==> src/rtl/ppu_pkg.sv <==
package ppu_pkg;
  typedef enum logic [2:0] {
    OP_NOP    = 3'd0,
    OP_MODE   = 3'd1,
    OP_PTR_WR = 3'd2,
    OP_DAT_WR = 3'd3,
    OP_PTR_RD = 3'd4,
    OP_DAT_RD = 3'd5
  } op_e;

  typedef enum logic [1:0] {
    MC_KEEP  = 2'd0,
    MC_BUS   = 2'd1,
    MC_PROC  = 2'd2,
    MC_PANEL = 2'd3
  } mode_code_e;

  typedef struct packed {
    logic panel;
    logic proc;
    logic bus;
  } own_t;

  localparam int UNIT_FIELD_LSB = 4;
  localparam int MODE_FIELD_LSB = 2;
endpackage

==> src/rtl/ppu_mode_reg.sv <==
module ppu_mode_reg
  import ppu_pkg::*;
(
  input  logic       clk,
  input  logic       rst_n,
  input  logic [1:0] unit_id,
  input  logic       set_stb,
  input  logic [1:0] set_unit,
  input  logic [1:0] set_code,
  output own_t       own
);
  mode_code_e code;
  logic       take;

  assign code = mode_code_e'(set_code);
  assign take = set_stb && (set_unit == unit_id) && (code != MC_KEEP);

  function automatic own_t decode_owner(mode_code_e c);
    own_t o;
    o = '0;
    case (c)
      MC_BUS:   o.bus   = 1'b1;
      MC_PROC:  o.proc  = 1'b1;
      MC_PANEL: o.panel = 1'b1;
      default:  o = '0;
    endcase
    return o;
  endfunction

  always_ff @(posedge clk) begin
    if (!rst_n) begin
      own <= '0;
    end else if (take) begin
      own <= decode_owner(code);
    end
  end

  assert_owner_onehot_R2: assert property (@(posedge clk) disable iff (!rst_n)
    $onehot0(own));
  assert_proc_set_R2: assert property (@(posedge clk) disable iff (!rst_n)
    set_stb && (set_unit == unit_id) && (set_code == 2'd2) |=> own.proc);
  assert_keep_R3: assert property (@(posedge clk) disable iff (!rst_n)
    set_stb && ((set_code == 2'd0) || (set_unit != unit_id)) |=> $stable(own));
endmodule

==> src/rtl/ppu_pointer.sv <==
module ppu_pointer #(
  parameter int ADDR_W = 14
) (
  input  logic              clk,
  input  logic              rst_n,
  input  logic              load,
  input  logic [ADDR_W-1:0] load_val,
  input  logic              step,
  output logic [ADDR_W-1:0] ptr
);
  localparam logic [ADDR_W-1:0] ONE = ADDR_W'(1);

  always_ff @(posedge clk) begin
    if (!rst_n) begin
      ptr <= '0;
    end else if (load) begin
      ptr <= load_val;
    end else if (step) begin
      ptr <= ptr + ONE;
    end
  end

  assert_wrap_R11: assert property (@(posedge clk) disable iff (!rst_n)
    step && !load && (&ptr) |=> (ptr == '0));
  assert_load_R5: assert property (@(posedge clk) disable iff (!rst_n)
    load |=> (ptr == $past(load_val)));
endmodule

==> src/rtl/ppu_xfer_ctl.sv <==
module ppu_xfer_ctl
  import ppu_pkg::*;
#(
  parameter int ADDR_W = 14,
  parameter int DATA_W = 16
) (
  input  logic              clk,
  input  logic              rst_n,
  input  logic [1:0]        unit_id,
  input  logic              own_proc,
  input  logic              cmd_valid,
  input  logic [2:0]        cmd_op,
  input  logic [1:0]        sel_idx,
  output logic              cmd_ready,
  output logic              mode_stb,
  output logic              ptr_load,
  output logic              ptr_step,
  output logic              mem_we,
  output logic              mem_re,
  input  logic [ADDR_W-1:0] ptr,
  input  logic [DATA_W-1:0] mem_rdata,
  output logic              rsp_valid,
  input  logic              rsp_ready,
  output logic [DATA_W-1:0] rsp_data,
  output logic              rsp_hit
);
  op_e               op;
  logic              accept;
  logic              need_rsp;
  logic              ptr_rd_ok;
  logic [DATA_W-1:0] ptr_word;
  logic              fetch_q;
  logic              rsp_valid_q;
  logic [DATA_W-1:0] rsp_data_q;
  logic              rsp_hit_q;

  assign op        = op_e'(cmd_op);
  assign cmd_ready = !fetch_q && !rsp_valid_q;
  assign accept    = cmd_valid && cmd_ready;
  assign mode_stb  = accept && (op == OP_MODE);
  assign ptr_load  = accept && own_proc && (op == OP_PTR_WR);
  assign mem_we    = accept && own_proc && (op == OP_DAT_WR);
  assign mem_re    = accept && own_proc && (op == OP_DAT_RD);
  assign ptr_step  = mem_we || mem_re;
  assign need_rsp  = accept && ((op == OP_PTR_RD) || (op == OP_DAT_RD));
  assign ptr_rd_ok = own_proc && (op == OP_PTR_RD) && (sel_idx == unit_id);

  always_comb begin
    ptr_word = '0;
    ptr_word[ADDR_W-1:0]  = ptr;
    ptr_word[ADDR_W +: 2] = unit_id;
  end

  always_ff @(posedge clk) begin
    if (!rst_n) begin
      fetch_q     <= 1'b0;
      rsp_valid_q <= 1'b0;
      rsp_data_q  <= '0;
      rsp_hit_q   <= 1'b0;
    end else if (fetch_q) begin
      fetch_q     <= 1'b0;
      rsp_valid_q <= 1'b1;
      rsp_data_q  <= mem_rdata;
      rsp_hit_q   <= 1'b1;
    end else if (rsp_valid_q) begin
      if (rsp_ready) rsp_valid_q <= 1'b0;
    end else if (mem_re) begin
      fetch_q <= 1'b1;
    end else if (need_rsp) begin
      rsp_valid_q <= 1'b1;
      rsp_data_q  <= ptr_rd_ok ? ptr_word : '0;
      rsp_hit_q   <= ptr_rd_ok;
    end
  end

  assign rsp_valid = rsp_valid_q;
  assign rsp_data  = rsp_data_q;
  assign rsp_hit   = rsp_hit_q;

  assert_rsp_hold_R10: assert property (@(posedge clk) disable iff (!rst_n)
    rsp_valid && !rsp_ready |=> rsp_valid && $stable(rsp_data) && $stable(rsp_hit));
  assert_miss_zero_R9: assert property (@(posedge clk) disable iff (!rst_n)
    rsp_valid && !rsp_hit |-> (rsp_data == '0));
  assert_fetch_lat_R7: assert property (@(posedge clk) disable iff (!rst_n)
    $past(mem_re, 2) |-> rsp_valid && rsp_hit);
endmodule

==> src/rtl/ppu_port.sv <==
module ppu_port
  import ppu_pkg::*;
#(
  parameter int ADDR_W = 14,
  parameter int DATA_W = 16
) (
  input  logic              clk,
  input  logic              rst_n,
  input  logic [1:0]        unit_id,
  input  logic              cmd_valid,
  output logic              cmd_ready,
  input  logic [2:0]        cmd_op,
  input  logic [DATA_W-1:0] cmd_arg,
  output logic              rsp_valid,
  input  logic              rsp_ready,
  output logic [DATA_W-1:0] rsp_data,
  output logic              rsp_hit,
  output logic              own_bus,
  output logic              own_proc,
  output logic              own_panel,
  output logic [ADDR_W-1:0] mem_addr,
  output logic [DATA_W-1:0] mem_wdata,
  output logic              mem_we,
  output logic              mem_re,
  input  logic [DATA_W-1:0] mem_rdata
);
  own_t              own;
  logic              mode_stb;
  logic              ptr_load;
  logic              ptr_step;
  logic [ADDR_W-1:0] ptr;

  ppu_mode_reg u_mode (
    .clk      (clk),
    .rst_n    (rst_n),
    .unit_id  (unit_id),
    .set_stb  (mode_stb),
    .set_unit (cmd_arg[UNIT_FIELD_LSB +: 2]),
    .set_code (cmd_arg[MODE_FIELD_LSB +: 2]),
    .own      (own)
  );

  ppu_pointer #(.ADDR_W(ADDR_W)) u_ptr (
    .clk      (clk),
    .rst_n    (rst_n),
    .load     (ptr_load),
    .load_val (cmd_arg[ADDR_W-1:0]),
    .step     (ptr_step),
    .ptr      (ptr)
  );

  ppu_xfer_ctl #(.ADDR_W(ADDR_W), .DATA_W(DATA_W)) u_ctl (
    .clk       (clk),
    .rst_n     (rst_n),
    .unit_id   (unit_id),
    .own_proc  (own.proc),
    .cmd_valid (cmd_valid),
    .cmd_op    (cmd_op),
    .sel_idx   (cmd_arg[1:0]),
    .cmd_ready (cmd_ready),
    .mode_stb  (mode_stb),
    .ptr_load  (ptr_load),
    .ptr_step  (ptr_step),
    .mem_we    (mem_we),
    .mem_re    (mem_re),
    .ptr       (ptr),
    .mem_rdata (mem_rdata),
    .rsp_valid (rsp_valid),
    .rsp_ready (rsp_ready),
    .rsp_data  (rsp_data),
    .rsp_hit   (rsp_hit)
  );

  assign own_bus   = own.bus;
  assign own_proc  = own.proc;
  assign own_panel = own.panel;
  assign mem_addr  = ptr;
  assign mem_wdata = cmd_arg;

  assert_strobe_owner_R9: assert property (@(posedge clk) disable iff (!rst_n)
    (mem_we || mem_re) |-> own_proc);
  assert_write_step_R6: assert property (@(posedge clk) disable iff (!rst_n)
    mem_we |=> (mem_addr == $past(mem_addr) + ADDR_W'(1)));
  assert_idle_addr_R9: assert property (@(posedge clk) disable iff (!rst_n)
    !own_proc && $past(!own_proc) |-> $stable(mem_addr));
endmodule

==> config.mk <==
export PLATFORM = sky130hd
export DESIGN_NAME = ppu_port
export DESIGN_NICKNAME = d
export VERILOG_FILES = /design/src/rtl/ppu_pkg.sv /design/src/rtl/ppu_mode_reg.sv /design/src/rtl/ppu_pointer.sv /design/src/rtl/ppu_xfer_ctl.sv /design/src/rtl/ppu_port.sv
export SDC_FILE = /design/constraint.sdc
export NUM_CORES = 1
export LEC_CHECK = 0
export BUFFER_PORTS_ARGS = -buffer_cell sky130_fd_sc_hd__buf_2
export CORE_MARGIN = 2
export CORE_UTILIZATION = 34
export CTS_CLUSTER_DIAMETER = 60
export DETAILED_ROUTE_END_ITERATION = 12
export SLEW_MARGIN = 20
export SYNTH_ARGS = -nofsm -noshare
export SYNTH_HDL_FRONTEND = slang
export SYNTH_SLANG_ARGS = --single-unit
==> constraint.sdc <==
create_clock -name clk -period 2.1 [get_ports clk]
set_input_delay 0.42 -clock clk [delete_from_list [all_inputs] [get_ports clk]]
set_output_delay 0.42 -clock clk [all_outputs]
set_load 0.05 [all_outputs]
After elaboration in Yosys (flattened, before gate mapping)
Index checks and enable logic that the tools add are counted.

word-level totals
  register bits = 36
  output and inout port bits = 54
  logic and storage cells = 63

operators by class
  add/subtract/negate cells = 1
  equal/unequal tests = 12
  mux-type cells = 20
  bitwise gates (word level) = 1
  reduce and logical (&&, ||, !) cells = 21

operators by type and width
  operator                                                                  count
  16-bit 2-to-1 mux                                                         5
  14-bit 2-to-1 mux                                                         2
  14-bit by 1-bit adder with 14-bit output (second input constant)          1
  1-bit 2-to-1 mux                                                          13
  1-bit logical AND                                                         12
  3-bit by 2-bit == test with 1-bit output (second input constant)          2
  3-bit == test (second input constant)                                     2
  2-bit nonzero test                                                        3
  2-bit == test                                                             2
  2-bit == test (second input constant)                                     2
  3-bit by 1-bit == test with 1-bit output (second input constant)          1
  3-bit AND reduction                                                       1
  3-bit OR reduction                                                        1
  2-bit by 1-bit == test with 1-bit output (second input constant)          1
  1-bit zero test                                                           2
  1-bit logical OR                                                          2
  2-bit by 1-bit inequality test with 1-bit output (second input constant)  1
  2-bit inequality test (second input constant)                             1
  1-bit NOT                                                                 1

Logic depth before layout (Yosys ltp)
  depth after elaboration = 8
  depth in mapped cells = 6

By module
Synthesis repeated with hierarchy kept, for this count alone.

second synthesis, totals
  cells, all modules = 233
  area, all modules = 2097.0 sq um

modules (own cells, without submodules)
  module        instances  cells an instance  area an instance (sq um)  sequential area each (sq um)
  ppu_xfer_ctl  1          117                1074.8                    380.4
  ppu_pointer   1          84                 748.2                     280.3
  ppu_mode_reg  1          16                 153.9                     60.1
  ppu_port      1          16                 120.1                     0.0

Worst setup path before layout
Ideal clock, no wire load.

  kind = reg-to-output
  from = reg, netlist name u_mode.own[1]
  to = out mem_re
  arrival time = 2.461 ns
  path slack = -0.781 ns
  cell stages (with the launch flop) = 5
  path buffers = 1
  path through = dfxtp_1 > and4bb_2 > buf_2 > nand2_1 > nor3b_1

between the ends
  longest elaborated chain between the ends = 2

RTL lines
  what                            RTL line            text
  1-bit logical AND (2 in a row)  ppu_xfer_ctl.sv:43  assign mem_re = accept && own_proc && (op == OP_DAT_RD);
  end, declared                   ppu_port.sv:24      output logic mem_re,

No other way between the ends.

Final worst setup path
  from = reg u_ctl.rsp_valid_q, in the netlist u_ctl.rsp_valid
  to = out mem_re

between the ends
  longest elaborated chain between the ends = 5

RTL lines
  what                            RTL line            text
  start, declared                 ppu_xfer_ctl.sv:33  logic rsp_valid_q;
  start signal, assigned          ppu_xfer_ctl.sv:57  rsp_valid_q <= 1'b0;
  start signal, assigned          ppu_xfer_ctl.sv:62  rsp_valid_q <= 1'b1;
  start signal, assigned          ppu_xfer_ctl.sv:66  if (rsp_ready) rsp_valid_q <= 1'b0;
  1-bit zero test                 ppu_xfer_ctl.sv:38  assign cmd_ready = !fetch_q && !rsp_valid_q;
  1-bit logical AND               ppu_xfer_ctl.sv:38
  1-bit logical AND               ppu_xfer_ctl.sv:39  assign accept = cmd_valid && cmd_ready;
  1-bit logical AND (2 in a row)  ppu_xfer_ctl.sv:43

No other way between the ends.

==> impl_metrics.tcl <==
set metrics [dict create \
    endpoint_kind "output pin" \
    grt_use_total_pct 17.8 \
    synth-seq-area-share_pct 36.5 \
    synth_fp_nets 265 \
    via_per_inst 5.60 \
    startpoint_type "register" \
    synth_area_um2 1980 \
    hold_slack_ns 0.368 \
    synth-edff-count 0 \
    drive_above_1_share_pct 41.0 \
    cts_tree "done" \
    fin_cells 372 \
    synthFlopType "dfxtp_1" \
    pre_cts_slack_ns 0.280 \
    wl_met2_mm 2.67 \
    antenna_cells 0 \
    place_inst 364 \
    numPortBuffers 90 \
    start_util_pct 35.5 \
    cts-resized-gates 0 \
    clk_latency_ns 0.29 \
    die_w_um 80.3 \
    place_congestion 0.845 \
    ctsHoldBuffers 0 \
    antenna_found_initial 0 \
    rsz0062_at_grt "false" \
    power.density_nw_per_um2 554 \
    setup_tns_ns 0 \
    die_h_um 80.3 \
    slew-limit-headroom_pct 61.1 \
    clk_root_buffer_cell "clkbuf_8" \
    fin_skew_ns 0.00836 \
    hold_start "mem_rdata[5]" \
    fin_ws_ns 0.161 \
    grt_overflow 0 \
    finalWirelength_mm 5.86 \
    met3_length_um 342 \
    slew_violations 0 \
    hold-path-endpoint "u_ctl.rsp_data[5]" \
    worst_pin_slew_ns 0.582 \
    setup_viol 0 \
    fp.coreArea_um2 5570 \
    synth-seq-cells 36 \
    highest-signal-layer "met4" \
    dr.pass1.iters 6 \
    synthMostInstantiatedCell "dfxtp_1" \
    clockBufferDepth 2 \
    leakage_nw 1.03 \
    hold_path_depth 3 \
    fmax_mhz 516 \
    syn_avg_cell_area_um2 8.87 \
    yosys.area.top_type_share_pct 36.5 \
    synthArstFlopShare_pct 0 \
    area_delta_synth_final_pct 26.5 \
    netlist_top_cells_area "dfxtp_1, a222oi_1, buf_4" \
    cts.sinks 36 \
    arrival_ns 1.52 \
    row_count 27 \
    final.period_utilization_pct 92.3 \
    outcome "completed" \
    cts_max_level 2 \
    required_ns 1.68 \
    antenna_left 0 \
    finalPower_mw 1.39 \
    cap_violations 0 \
    worstPathMaxFanout 5 \
    rrSetupSlack_ns 0.40 \
    r2r-end "u_ptr.ptr[7]" \
    numCtsBuffers 5 \
    syn_inst 223 \
    first_iter_violations 195 \
    reg2reg_from "u_ptr.ptr[2]" \
    drc 0 \
    dp_hpwl_mm 4.38 \
    yosys-top-cells-count "dfxtp_1, nor2_1, buf_4" \
    ioPinCount 95 \
    via_count 2083 \
    path_class "register to output pin" \
    yosys_warnings 0 \
    cts_setup_buffers 0 \
    grt_pass1_vias 1812 \
    ir_drop_mv 0.273 \
    synth_cell_types 51 \
    worst_r2r_path_depth 4 \
    wl_met1_mm 2.80 \
    hp-class "primary input to register" \
    grt_pass1_wl_mm 9.03 \
    synth_area_leader_cell "dfxtp_1" \
    min_period_ns 1.94 \
    finalHoldViolations 0 \
    grt_max_degree 20 \
    routedWlPerCell_um 15.8 \
    nNetsFinal 341 \
    cts.reportedPaths.clkPinSlew_ns 0.08 \
    dieArea_um2 6440 \
]
[stage by stage]
| stage | area (um2) | util, % |
|---|---|---|
| 6_report | 2500 | 44.9 |
| 5_1_grt | 2500 | 44.9 |
| 4_1_cts | 2500 | 44.9 |
| 3_5_place_dp | 2410 | 43.2 |
| 3_3_place_gp | 2410 | 43.2 |
| 2_1_floorplan | 1990 | - |
[where the power goes]
group / internal [mW] / total, mW / switching [mW]
combinational: 0.0583 / 0.193 / 0.135
sequential: 0.684 / 0.686 / 0.00195
clock: 0.235 / 0.508 / 0.273
[worst max-delay path: stages, from the launching register on]
cell	delay (ns)
dfxtp_2	0.34
and4bb_2	0.30
nand2_1	0.11
nor3b_4	0.20
buf_2	0.28
[cell type report]
cell class | instances | area (um2)
timing repair buffer | 98 | 510
tap | 72 | 90.1
clock inverter | 3 | 23.8
fill | 598 | 3070
multi-input combinational | 155 | 1070
sequential | 36 | 723
inverter | 3 | 11.3
clock buffer | 5 | 68.8
[cells in the final DEF (no fill, tap or decap), types with 3 or more instances in the layout]
cell type,n
a31oi_1,6
and4_1,4
and3_1,3
dfxtp_1,34
nand3_1,6
nor3_1,4
clkbuf_8,5
xor2_1,5
nand2_1,14
a22oi_1,3
nand4_1,6
a222oi_1,16
buf_2,90
a311oi_1,3
or3_2,3
nor2_1,21
inv_1,3
buf_4,8
o21ai_0,14
a21oi_1,10
[worst max-delay path by stage]
| stage | startpoint | endpoint | slack (ns) | cells after the start |
|---|---|---|---|---|
| after floorplan | u_mode.own[1] | mem_re | 0.07 | 4 |
| after global placement | cmd_valid | u_ptr.ptr[1] | 0.29 | 6 |
| after detailed placement | cmd_valid | u_ctl.rsp_data[1] | 0.28 | 7 |
| final | u_ctl.rsp_valid | mem_re | 0.16 | 4 |
| after CTS | u_ctl.rsp_valid | mem_re | 0.14 | 4 |
| after global routing | u_ctl.rsp_valid | mem_re | 0.08 | 4 |
[registers in the layout, summed over array words and instances (netlist names)]
register         count
u_ctl.rsp_data      16
u_ptr.ptr           14
u_mode.own           3
u_ctl.fetch_q        1
u_ctl.rsp_hit        1
u_ctl.rsp_valid      1
[layer usage]
metal,vias to the layer above,global-route usage (%)
li1,1003,-
met1,1005,24.8
met2,71,27.6
met3,4,3.71
met4,0,5.08
met5,-,0
[logic make-up after synthesis]
kind of cell / synth area share [%]
muxes: 0.570
adders and majority gates: 0.633
DFF: 36.5
and+or+nand+nor: 23.2
xor gates and xnor gates: 3.92
buffers and inverters: 10.3
AOI/OAI and AO/OA: 24.9
Power figures use the tool's default switching activity.
